`src/rtl/vct_pkg.sv`:
```
package vct_pkg;

  // Next credit count: a send on an empty VC is dropped, and the count
  // never exceeds the buffer depth.
  function automatic int credit_next(input int cur, input bit inc,
                                     input bit dec, input int depth);
    int n;
    n = cur;
    if (inc) n = n + 1;
    if (dec && cur > 0) n = n - 1;
    if (n > depth) n = depth;
    return n;
  endfunction

  // Lowest set bit index of a mask; returns -1 when the mask is empty.
  function automatic int lowest_set(input logic [31:0] mask, input int width);
    int idx;
    idx = -1;
    for (int i = width - 1; i >= 0; i--)
      if (mask[i]) idx = i;
    return idx;
  endfunction

endpackage

```
`src/rtl/vct_counter.sv`:
```
module vct_counter #(
  parameter int VC_DEPTH = 5,
  localparam int CNT_W = $clog2(VC_DEPTH + 1)
) (
  input  logic             clk,
  input  logic             rst_n,
  input  logic             inc,
  input  logic             dec,
  output logic [CNT_W-1:0] cnt,
  output logic             has_credit
);
  logic [CNT_W-1:0] cnt_q;

  always_ff @(posedge clk) begin
    if (!rst_n) cnt_q <= CNT_W'(VC_DEPTH);
    else        cnt_q <= CNT_W'(vct_pkg::credit_next(int'(cnt_q), inc, dec, VC_DEPTH));
  end

  assign cnt        = cnt_q;
  assign has_credit = (cnt_q != '0);
endmodule

```
`src/rtl/vct_pick.sv`:
```
module vct_pick #(
  parameter int NUM_VC = 5,
  parameter int VC_W   = 3
) (
  input  logic              clk,
  input  logic              rst_n,
  input  logic [NUM_VC-1:0] free,
  output logic [VC_W-1:0]   byp_vc,
  output logic              avail
);
  logic [VC_W-1:0] held_q;
  int              first;

  always_comb begin
    first  = vct_pkg::lowest_set(32'(free), NUM_VC);
    avail  = (first >= 0);
    byp_vc = avail ? VC_W'(first) : held_q;
  end

  always_ff @(posedge clk) begin
    if (!rst_n) held_q <= '0;
    else        held_q <= byp_vc;
  end
endmodule

```
`src/rtl/vct_filter.sv`:
```
module vct_filter #(
  parameter int NUM_VC = 5
) (
  input  logic              req_vld,
  input  logic              req_crit,
  input  logic [NUM_VC-1:0] free,
  output logic [NUM_VC-1:0] elig
);
  localparam logic [NUM_VC-1:0] RSV_MASK = NUM_VC'(1);

  always_comb begin
    if (!req_vld)     elig = '0;
    else if (req_crit) elig = free;
    else              elig = free & ~RSV_MASK;
  end
endmodule

```
`src/rtl/vc_credit_tracker.sv`:
```
module vc_credit_tracker #(
  parameter int NUM_VC   = 5,
  parameter int VC_DEPTH = 5,
  localparam int VC_W  = (NUM_VC > 1) ? $clog2(NUM_VC) : 1,
  localparam int CNT_W = $clog2(VC_DEPTH + 1)
) (
  input  logic              clk,
  input  logic              rst_n,
  input  logic              send_vld,
  input  logic [VC_W-1:0]   send_vc,
  input  logic [NUM_VC-1:0] ret_vld,
  input  logic              req_vld,
  input  logic              req_crit,
  output logic [VC_W-1:0]   byp_vc,
  output logic              vc_avail,
  output logic [NUM_VC-1:0] free_mask,
  output logic [NUM_VC-1:0] elig_mask,
  output logic              send_err
);
  logic [NUM_VC-1:0]       send_hit;
  logic [NUM_VC*CNT_W-1:0] cnt_flat;
  logic                    idx_bad;

  for (genvar v = 0; v < NUM_VC; v++) begin : g_vc
    assign send_hit[v] = send_vld && (int'(send_vc) == v);
    vct_counter #(.VC_DEPTH(VC_DEPTH)) cnt_i (
      .clk        (clk),
      .rst_n      (rst_n),
      .inc        (ret_vld[v]),
      .dec        (send_hit[v]),
      .cnt        (cnt_flat[v*CNT_W +: CNT_W]),
      .has_credit (free_mask[v])
    );
  end

  assign idx_bad  = send_vld && (int'(send_vc) >= NUM_VC);
  assign send_err = idx_bad || (|(send_hit & ~free_mask));

  vct_pick #(.NUM_VC(NUM_VC), .VC_W(VC_W)) pick_i (
    .clk    (clk),
    .rst_n  (rst_n),
    .free   (free_mask),
    .byp_vc (byp_vc),
    .avail  (vc_avail)
  );

  vct_filter #(.NUM_VC(NUM_VC)) filt_i (
    .req_vld  (req_vld),
    .req_crit (req_crit),
    .free     (free_mask),
    .elig     (elig_mask)
  );
endmodule

```
`config.mk`:
```
export PLATFORM = sky130hd
export DESIGN_NAME = vc_credit_tracker
export DESIGN_NICKNAME = d
export VERILOG_FILES = /design/src/rtl/vct_pkg.sv /design/src/rtl/vct_counter.sv /design/src/rtl/vct_pick.sv /design/src/rtl/vct_filter.sv /design/src/rtl/vc_credit_tracker.sv
export SDC_FILE = /design/constraint.sdc
export NUM_CORES = 1
export LEC_CHECK = 0
export BUFFER_PORTS_ARGS = -buffer_cell sky130_fd_sc_hd__buf_4
export CAP_MARGIN = 20
export CORE_UTILIZATION = 50
export DETAILED_ROUTE_END_ITERATION = 8
export PLACE_DENSITY = 0.71
export SLEW_MARGIN = 20
export SYNTH_ARGS = -nofsm -noshare
export SYNTH_HDL_FRONTEND = slang
export SYNTH_SLANG_ARGS = --single-unit
```
`constraint.sdc`:
```
create_clock -name clk -period 6.55 [get_ports clk]
set_input_delay 1.31 -clock clk [delete_from_list [all_inputs] [get_ports clk]]
set_output_delay 1.31 -clock clk [all_outputs]
set_load 0.005 [all_outputs]
```
== Word level (Yosys, flattened, before mapping) ==
Cells that the tools add are included.

* Bits in registers: 18
* Latch bits: 0
* Memory bits (writable): 0
* ROM bits: 0
* Input bits: 13
* Output and inout bits: 15
* Logic and storage cells: 87
* Memories: 0

* $add $sub $neg: 10
* Multipliers: 0
* Divide/modulo/power cells: 0
* Magnitude comparators: 12
* Equal/unequal tests: 4
* Shifts and indexed selects: 0
* Multiplexer cells: 28
* Bitwise gates (word level): 3
* Reduce and logical (&&, ||, !) cells: 24

{| class="wikitable"
|+ Operator list
! operator !! count
|-
| $mux W32 || 25
|-
| $gt A32 B4 Y1 const B || 5
|-
| $sub A32 B2 Y32 const B || 5
|-
| $ge A32 B1 Y1 const B || 1
|-
| $add A3 B1 Y4 const B || 5
|-
| $gt A3 B1 Y1 const B || 5
|-
| $reduce_bool A3 Y1 || 5
|-
| $logic_and A1 B1 Y1 || 11
|-
| $reduce_or A2 Y1 || 5
|-
| $eq A3 B3 Y1 const B || 3
|-
| $and A5 B5 Y5 || 1
|-
| $mux W5 || 1
|-
| $not A5 Y5 || 1
|-
| $reduce_or A5 Y1 || 1
|-
| $eq A3 B2 Y1 const B || 1
|-
| $ge A3 B3 Y1 const B || 1
|-
| $logic_not A3 Y1 || 1
|-
| $mux W3 || 1
|-
| $logic_or A1 B1 Y1 || 1
|-
| $mux W1 || 1
|-
| $not A1 Y1 || 1
|}

== Logic depth before layout (Yosys ltp) ==
Gate-level depths: netlist of the first run.

* Depth in word-level cells: 8
* Depth in mapped cells: 10
* Depth with buffers taken out: 10

== Hierarchy ==
Synthesis of the first run repeated with hierarchy kept, for this count alone.

* Cell total of the unflattened synthesis: 268
* Area, all modules: 2149.6 µm²

{| class="wikitable"
|+ Modules (own cells, without submodules)
! module !! instances !! cells each !! area an instance (µm²) !! seq. area each (µm²)
|-
| vct_counter (g_vc[1].cnt_i ...) || 4 || 47 || 361.6 || 60.1
|-
| vct_counter (g_vc[0].cnt_i) || 1 || 48 || 412.9 || 60.1
|-
| vct_pick || 1 || 17 || 161.4 || 60.1
|-
| vc_credit_tracker || 1 || 10 || 92.6 || 0.0
|-
| vct_filter || 1 || 5 || 36.3 || 0.0
|}

== Worst setup path before layout of the first run ==
No wires, ideal clock.

* Kind: input to output
* Start: in send_vc[1]
* End: out send_err
* Arrival: 1946 ps
* Required time: 5240 ps
* Setup slack: 3294 ps
* Stages on the path: 2
* Path buffers: 0
* Path through: mux4_2 > a21oi_1

* Cells in the longest elaborated chain, start to end: 5
* Elaborated cells between the ends (all ways): 15
* Those cells by class: order compare (1); eq/ne (4); bitwise (1); reduce/logical (9)

{| class="wikitable"
|+ Ends and longest elaborated chain
! item !! line !! text
|-
| start, declared || vc_credit_tracker.sv:10 || <nowiki>input logic [VC_W-1:0] send_vc,</nowiki>
|-
| $eq A3 B2 Y1, or another cell as far along || vc_credit_tracker.sv:25 || <nowiki>assign send_hit[v] = send_vld && (int'(send_vc) == v);</nowiki>
|-
| $logic_and A1 B1 Y1 || vc_credit_tracker.sv:25 ||
|-
| $and A5 B5 Y5 || vc_credit_tracker.sv:37 || <nowiki>assign send_err = idx_bad || (|(send_hit & ~free_mask));</nowiki>
|-
| $reduce_or A5 Y1 || vc_credit_tracker.sv:37 ||
|-
| $logic_or A1 B1 Y1 (*) || vc_credit_tracker.sv:37 ||
|-
| end, declared || vc_credit_tracker.sv:18 || <nowiki>output logic send_err</nowiki>
|}

Mark *: on every way between the ends. The rest lies on a longest branch, timed or not.

== Worst setup path in the final report of the first run ==
Same ends and word-level chain as after synthesis.

==> reports/metrics.json, run 1 <==
{
  "outcome": "completed",
  "mappedNetlistNets": 331,
  "num_antenna_cells": 0,
  "clock_tree.root_cell": "sky130_fd_sc_hd__clkbuf_8",
  "power.static_leakage_uw": 0.00105,
  "report.final.slew_viol_count": 0,
  "syn-instance-count": 298,
  "avgSynthCellArea_sq_um": 7.62,
  "dominantRegCellSynth": "sky130_fd_sc_hd__dfxtp_1",
  "report.power.total_uw": 502,
  "via_count": 2182,
  "synth-seq-cells": 18,
  "io_buffer_count": 27,
  "numCtsBuffers": 3,
  "final_layout_size_suffix_gt1_frac": 0.134,
  "worstPathBufferInverterCount": 2,
  "critical-path-top-cell-by-count": "sky130_fd_sc_hd__buf_4",
  "path_clk_slew_ns": 0.07,
  "place_congestion": 0.886,
  "critical_path_slowest_stage_cell": "sky130_fd_sc_hd__mux4_2",
  "grt_first_pass_wirelength_microns": 8700,
  "vias_per_cell": 6.08,
  "io-pin-count": 28,
  "fill_cells": 406,
  "cts_tree": "yes",
  "type_of_the_most_critical_hold_path": "reg -> reg",
  "route.detailed.drc": 0,
  "drt_iter0_markers": 133,
  "area_delta_synth_final_pct": 8.27,
  "critPathTopFamily": "multiplexers",
  "final_period_minus_worst_setup_slack_ns": 3.50,
  "cp-end-kind": "output pin",
  "vdd_ir_drop_max_mv": 0.117,
  "die_w_microns": 69.4,
  "netlist_area_sq_um": 2270,
  "cts_resized": 0,
  "detailed_place_hpwl_microns": 3880,
  "fin_crit_sh": 0.534,
  "worst-setup-path-type": "in -> out",
  "final.setup_skew_ns": 0.00732,
  "postCtsSetupRepairBufs": 0,
  "worst-endpoint-arrival_ns": 2.19,
  "synth.yosys.seq_area_share": 0.159,
  "floorplan.initialDensity": 0.521,
  "clock_path_buffers": 2,
  "hold_buffers": 0,
  "synth_edf_count": 0,
  "finalHoldViolations": 0,
  "slew-limit-headroom": 0.663,
  "dp.cells": 355,
  "insertion_delay_ns": 0.27,
  "synth.largest_area_cell": "sky130_fd_sc_hd__dfxtp_1",
  "critPathRequiredTime_ns": 5.24,
  "antenna_found_initial": 0,
  "worstMarginPinSlew_ns": 0.505,
  "grt.total_usage": 0.216,
  "max_cap_viol_count": 0,
  "path_max_fanout": 6,
  "layoutNonFillerInstCount": 359,
  "synth.yosys.warnings": 0,
  "detailedRoute.firstPassIterationCount": 4,
  "core_area_sq_um": 4350,
  "nets": 341,
  "number_of_different_library_cells_in_the_post_synthesis_netlist": 64,
  "critical-path-max-stage-delay_ns": 0.48,
  "grt_max_degree": 15,
  "first_global_vias": 1936,
  "layout_setup_ws_ns": 3.05,
  "clock_tree.htree_level_count": 1,
  "rsz_0062_raised_after_global_routing": "false",
  "die_h_microns": 69.4,
  "most_frequent_cell_after_synthesis": "sky130_fd_sc_hd__nor2_1",
  "synth_top_area_frac": 0.159,
  "overflow": 0,
  "sum_of_negative_setup_slack_ns": 0,
  "clock_sink_count": 18,
  "finalSetupViolCount": 0,
  "post_synthesis_async_set_or_reset_flop_share": 0,
  "die-area_sq_um": 4810,
  "totalWireLength_microns": 5190,
  "cell_types_with_the_highest_counts_after_synthesis": "sky130_fd_sc_hd__nor2_1 (24), sky130_fd_sc_hd__nand2_1 (23), sky130_fd_sc_hd__ha_1 (20)",
  "powerDensity_nw_per_um2": 204,
  "fmax_mhz": 286,
  "wl_per_cell_microns": 14.5,
  "rows": 24,
  "synthTopCellsByArea": "sky130_fd_sc_hd__dfxtp_1 (16%), sky130_fd_sc_hd__ha_1 (11%), sky130_fd_sc_hd__xnor2_1 (4.2%)",
  "final_antenna_net_count": 0,
  "detailedPlace.worstSlack_ns": 3.06,
  "cp_startpoint_kind": "input port",
  "cp_cell_sequence": "buf_4, mux4_2, a21oi_1, buf_4"
}
-- where the power goes --
group	leakage (uW)	internal, uW	total [uW]	switching (uW)
registers	0.000147	122	148	25.9
logic	0.000869	123	255	132
clock network	0.0000288	53.7	98.8	45.1
-- path summary, 6_finish.rpt --
kind                                        start                         endpoint  slack (ns)  cells past startpoint
setup / recovery                       send_vc[1]                         send_err        3.05                      4
hold / removal        pick_i.held_q[2]$_SDFF_PN0_      pick_i.held_q[2]$_SDFF_PN0_        0.59                      2
setup reg to reg  g_vc[2].cnt_i.cnt[0]$_SDFF_PP1_  g_vc[2].cnt_i.cnt[0]$_SDFF_PP1_        4.00                      8
hold reg to reg       pick_i.held_q[2]$_SDFF_PN0_      pick_i.held_q[2]$_SDFF_PN0_        0.59                      2
-- flip-flops by register name, indices dropped and copies added, names as in the netlist --
name            count
pick_i.held_q       3
g_vc.cnt_i.cnt     15
-- layout make-up --
class                      count  area (sq um)  share of cell area
timing repair buffer          27           203              0.0825
clock buffer                   4          55.1              0.0224
multi-input combinational    239          1700               0.693
tap                           52          65.1              0.0265
sequential                    18           360               0.147
inverter                      19          71.3              0.0290
-- worst reg2reg max path, delay by kind of cell (launching register included) --
kind,cells,cell delay [ns]
AOI/OAI and AO/OA,4,1.20
adders and majority gates,2,0.65
DFF,1,0.44
buffers and inverters,1,0.08
and+or+nand+nor,1,0.07
-- routing by layer --
metal,track usage,wire length [microns],up-vias
li1,-,-,1105
met1,0.289,2590,1027
met2,0.369,2370,43
met3,0.0203,162,7
met4,0.0590,67,0
met5,0,0,-
-- kinds of logic (layout without fill, tap and decap cells) --
| family | after synthesis | in the layout | synth area share |
|---|---|---|---|
| multiplexers | 3 | 3 | 0.0187 |
| flip-flops | 18 | 18 | 0.159 |
| AO/OA/AOI/OAI | 72 | 72 | 0.227 |
| buffers and inverters | 41 | 50 | 0.0910 |
| AND/OR/NAND/NOR | 122 | 122 | 0.295 |
| XOR/XNOR | 22 | 22 | 0.0992 |
| adder cells (fa/ha/maj) | 20 | 20 | 0.110 |
-- layout by cell type (no fill, tap or decap), drive strengths merged, types with 7 or more instances in the layout --
cell type / instances
buf: 27
nor2: 24
nand2: 23
ha: 20
inv: 19
dfxtp: 18
a21oi: 15
xnor2: 11
o21ai: 10
and3: 10
nor3: 9
xor2: 9
nand4: 7
and2: 7
-- through the flow --
stage / utilization / instance area (sq um) / hold WS [ns]
6_report: 0.564 / 2460 / 0.591
5_1_grt: 0.564 / 2460 / 0.631
4_1_cts: 0.564 / 2460 / 0.596
3_5_place_dp: 0.552 / 2400 / 0.576
3_3_place_gp: 0.552 / 2400 / 0.557
2_1_floorplan: - / 2270 / 0.539
Power figures use the tool's default switching activity.
==> inputs of run 2 (changes only) <==
--- a/config.mk
+++ b/config.mk
@@ -5,11 +5,12 @@
 export SDC_FILE = /design/constraint.sdc
 export NUM_CORES = 1
 export LEC_CHECK = 0
+export ABC_AREA = 1
 export BUFFER_PORTS_ARGS = -buffer_cell sky130_fd_sc_hd__buf_4
 export CAP_MARGIN = 20
 export CORE_UTILIZATION = 50
 export DETAILED_ROUTE_END_ITERATION = 8
-export PLACE_DENSITY = 0.71
+export PLACE_DENSITY = 0.72
 export SLEW_MARGIN = 20
 export SYNTH_ARGS = -nofsm -noshare
 export SYNTH_HDL_FRONTEND = slang
==> constraint.sdc (replaced) <==
create_clock -name clk -period 3.55 [get_ports clk]
set_input_delay 0.71 -clock clk [delete_from_list [all_inputs] [get_ports clk]]
set_output_delay 0.71 -clock clk [all_outputs]
set_load 0.005 [all_outputs]
==> run 2 against run 1 <==
Register-to-register slack worse by 2.4 ns; final cell count decreased by 0.56%; via count fell by 20%; global-route usage is 1.7 points lower; combinational power increased by 9.4%; total power is 32% higher; critical path depth is 4 higher; design area fell by 13%; critical path type is now reg -> out; largest power group unchanged.
==> reports/metrics.json, run 2 <==
{
  "outcome": "completed",
  "hold_buffers": 0,
  "p_int_uw": 414,
  "cts_resized": 0,
  "num_antenna_cells": 0,
  "worst-setup-path-type": "reg -> out",
  "worst-endpoint-arrival_ns": 1.68,
  "share_seq_of_total_power": 0.363,
  "netlist_area_sq_um": 1880,
  "final_layout_size_suffix_gt1_frac": 0.199,
  "detailedPlace.worstSlack_ns": 1.27,
  "switching_power_uw": 250,
  "insertion_delay_ns": 0.25,
  "critPathTopFamily": "simple AND/OR/NAND/NOR gates",
  "avgSynthCellArea_sq_um": 6.56,
  "die-area_sq_um": 4020,
  "detailedRoute.firstPassIterationCount": 4,
  "number_of_different_library_cells_in_the_post_synthesis_netlist": 35,
  "critical-path-max-stage-delay_ns": 0.34,
  "netSwitchingFraction": 0.377,
  "synth-seq-cells": 18,
  "floorplan.initialDensity": 0.543,
  "fin_crit_sh": 0.673,
  "holdWs_ns": 0.464,
  "drt_iter0_markers": 50,
  "layout_setup_ws_ns": 1.16,
  "critPathRequiredTime_ns": 2.84,
  "critical_path_slowest_stage_cell": "sky130_fd_sc_hd__dfxtp_1",
  "clock_tree.root_cell": "sky130_fd_sc_hd__clkbuf_8",
  "grt.total_usage": 0.199,
  "grt_first_pass_wirelength_microns": 6380,
  "clock_path_buffers": 2,
  "overflow": 0,
  "worstMarginPinSlew_ns": 0.307,
  "synth_edf_count": 0,
  "synth.largest_area_cell": "sky130_fd_sc_hd__dfxtp_1",
  "report.final.slew_viol_count": 0,
  "critical-path-top-cell-by-count": "sky130_fd_sc_hd__nor2_1",
  "finalSetupViolCount": 0,
  "die_h_microns": 63.4,
  "clock_tree.htree_level_count": 1,
  "final.setup_skew_ns": 0.00221,
  "vias_per_cell": 4.86,
  "final_period_minus_worst_setup_slack_ns": 2.39,
  "cell_types_with_the_highest_counts_after_synthesis": "sky130_fd_sc_hd__nand2_1 (76), sky130_fd_sc_hd__inv_1 (49), sky130_fd_sc_hd__ha_1 (20)",
  "report.power.total_uw": 664,
  "mostFrequentLayoutCell": "sky130_fd_sc_hd__nand2_1",
  "power.share.combinational": 0.420,
  "place_congestion": 0.790,
  "core_area_sq_um": 3470,
  "largest_register_ffs": 15,
  "io-pin-count": 28,
  "path_clk_slew_ns": 0.07,
  "sum_of_negative_setup_slack_ns": 0,
  "totalWireLength_microns": 3580,
  "type_of_the_most_critical_hold_path": "reg -> reg",
  "power.static_leakage_uw": 0.00117,
  "final_antenna_net_count": 0,
  "synthTopCellsByArea": "sky130_fd_sc_hd__dfxtp_1 (19%), sky130_fd_sc_hd__nand2_1 (15%), sky130_fd_sc_hd__ha_1 (13%)",
  "syn-instance-count": 287,
  "wl_per_cell_microns": 10.0,
  "finalHoldViolations": 0,
  "synth.yosys.seq_area_share": 0.191,
  "route.detailed.drc": 0,
  "rsz_0062_raised_after_global_routing": "false",
  "fmax_mhz": 418,
  "layoutNonFillerInstCount": 357,
  "powerDensity_nw_per_um2": 310,
  "first_global_vias": 1545,
  "clock_sink_count": 18,
  "grt_max_degree": 12,
  "postCtsSetupRepairBufs": 0,
  "rows": 21,
  "cp_cell_sequence": "inv_1, ha_1, nand2_2, nor2_1, nand2_1, nor2_1, a21oi_1, buf_4",
  "path_max_fanout": 5,
  "synth_top_area_frac": 0.191,
  "vdd_ir_drop_max_mv": 0.137,
  "mappedNetlistNets": 320,
  "mostFrequentLayoutCells": "sky130_fd_sc_hd__nand2_1 (76), sky130_fd_sc_hd__inv_1 (49), sky130_fd_sc_hd__buf_4 (27)",
  "share_clk_of_total_power": 0.217,
  "area_delta_synth_final_pct": 13.6,
  "cp-end-kind": "output pin",
  "antenna_found_initial": 0,
  "dominantRegCellSynth": "sky130_fd_sc_hd__dfxtp_1",
  "post_synthesis_async_set_or_reset_flop_share": 0,
  "detailed_place_hpwl_microns": 2930,
  "via_count": 1735,
  "die_w_microns": 63.4,
  "cp_startpoint_kind": "register",
  "synth.yosys.warnings": 0,
  "worstPathBufferInverterCount": 2,
  "numCtsBuffers": 3,
  "cts_tree": "yes",
  "max_cap_viol_count": 0,
  "nets": 346,
  "dp.cells": 354,
  "io_buffer_count": 27,
  "slew-limit-headroom": 0.794,
  "most_frequent_cell_after_synthesis": "sky130_fd_sc_hd__nand2_1"
}
-- run 2: cell count changes in the layout (fill, tap and decap cells not counted), moves of 7 or more --
cell / before / now
sky130_fd_sc_hd__nand2_1: 23 / 76
sky130_fd_sc_hd__inv_1: 18 / 49
sky130_fd_sc_hd__nand2_2: 0 / 13
sky130_fd_sc_hd__nor2_1: 24 / 12
sky130_fd_sc_hd__a21oi_1: 15 / 5
sky130_fd_sc_hd__nand3_1: 6 / 15
sky130_fd_sc_hd__nor3_1: 9 / 0
sky130_fd_sc_hd__o21ai_0: 10 / 2
sky130_fd_sc_hd__and3_1: 9 / 2
sky130_fd_sc_hd__nor2_2: 0 / 7
sky130_fd_sc_hd__o21ai_1: 0 / 7
sky130_fd_sc_hd__xnor2_1: 11 / 4
-- run 2: power by group through the flow --
stage	Combinational, uW	Sequential (uW)	Clock, uW
2_1_floorplan	221	241	0
3_3_place_gp	274	245	0
3_5_place_dp	279	245	0
4_1_cts	281	241	148
5_1_grt	329	244	158
6_report	279	241	144
-- run 2: layout make-up --
| type | instances | area [sq um] |
|---|---|---|
| Fill cell | 352 | 1330 |
| Multi-Input combinational cell | 210 | 1280 |
| Sequential cell | 18 | 360 |
| Timing Repair Buffer | 27 | 203 |
| Inverter | 53 | 199 |
| Tap cell | 46 | 57.6 |
| Clock buffer | 3 | 41.3 |
-- run 2: worst reg2reg max path: stages, from the launching register on --
cell	delay [ns]
sky130_fd_sc_hd__dfxtp_1	0.42
sky130_fd_sc_hd__inv_1	0.07
sky130_fd_sc_hd__ha_1	0.28
sky130_fd_sc_hd__inv_1	0.05
sky130_fd_sc_hd__nand2_1	0.04
sky130_fd_sc_hd__o21ai_1	0.14
sky130_fd_sc_hd__nand2_1	0.11
sky130_fd_sc_hd__nor2_1	0.13
sky130_fd_sc_hd__ha_1	0.25
sky130_fd_sc_hd__nand2_1	0.07
sky130_fd_sc_hd__nand2_1	0.04
sky130_fd_sc_hd__nand2_1	0.07
sky130_fd_sc_hd__nand2_2	0.07
sky130_fd_sc_hd__nand2_1	0.07
sky130_fd_sc_hd__nor2_2	0.03
-- run 2: final timing paths --
path                            slack (ns)                            start  depth (start not counted)                              end
worst min register to register        0.46      pick_i.held_q[2]$_SDFF_PN0_                          2      pick_i.held_q[2]$_SDFF_PN0_
worst max register to register        1.62  g_vc[1].cnt_i.cnt[0]$_SDFF_PP1_                         14  g_vc[1].cnt_i.cnt[1]$_SDFF_PP0_
worst min-delay path                  0.46      pick_i.held_q[2]$_SDFF_PN0_                          2      pick_i.held_q[2]$_SDFF_PN0_
worst max-delay path                  1.16  g_vc[3].cnt_i.cnt[0]$_SDFF_PP1_                          8                        byp_vc[0]
-- run 2: metal layers --
layer / up-vias / routed length (microns) / global-route usage
li1: 952 / - / -
met1: 747 / 1850 / 0.258
met2: 32 / 1550 / 0.332
met3: 4 / 134 / 0.0272
met4: 0 / 55 / 0.0682
met5: - / 0 / 0
-- run 2: cell families after synthesis --
| logic type | after synthesis | synth area share |
|---|---|---|
| xor gates and xnor gates | 11 | 0.0551 |
| buffers and inverters | 59 | 0.130 |
| adders and majority gates | 20 | 0.133 |
| and+or+nand+nor | 147 | 0.382 |
| AOI/OAI and AO/OA | 32 | 0.109 |
| DFF | 18 | 0.191 |
-- run 2: metrics by stage --
step                      utilization  area [sq um]
final                           0.617          2140
after floorplan                     -          1880
after global placement          0.605          2100
after global routing            0.617          2140
after CTS                       0.617          2140
after detailed placement        0.605          2100
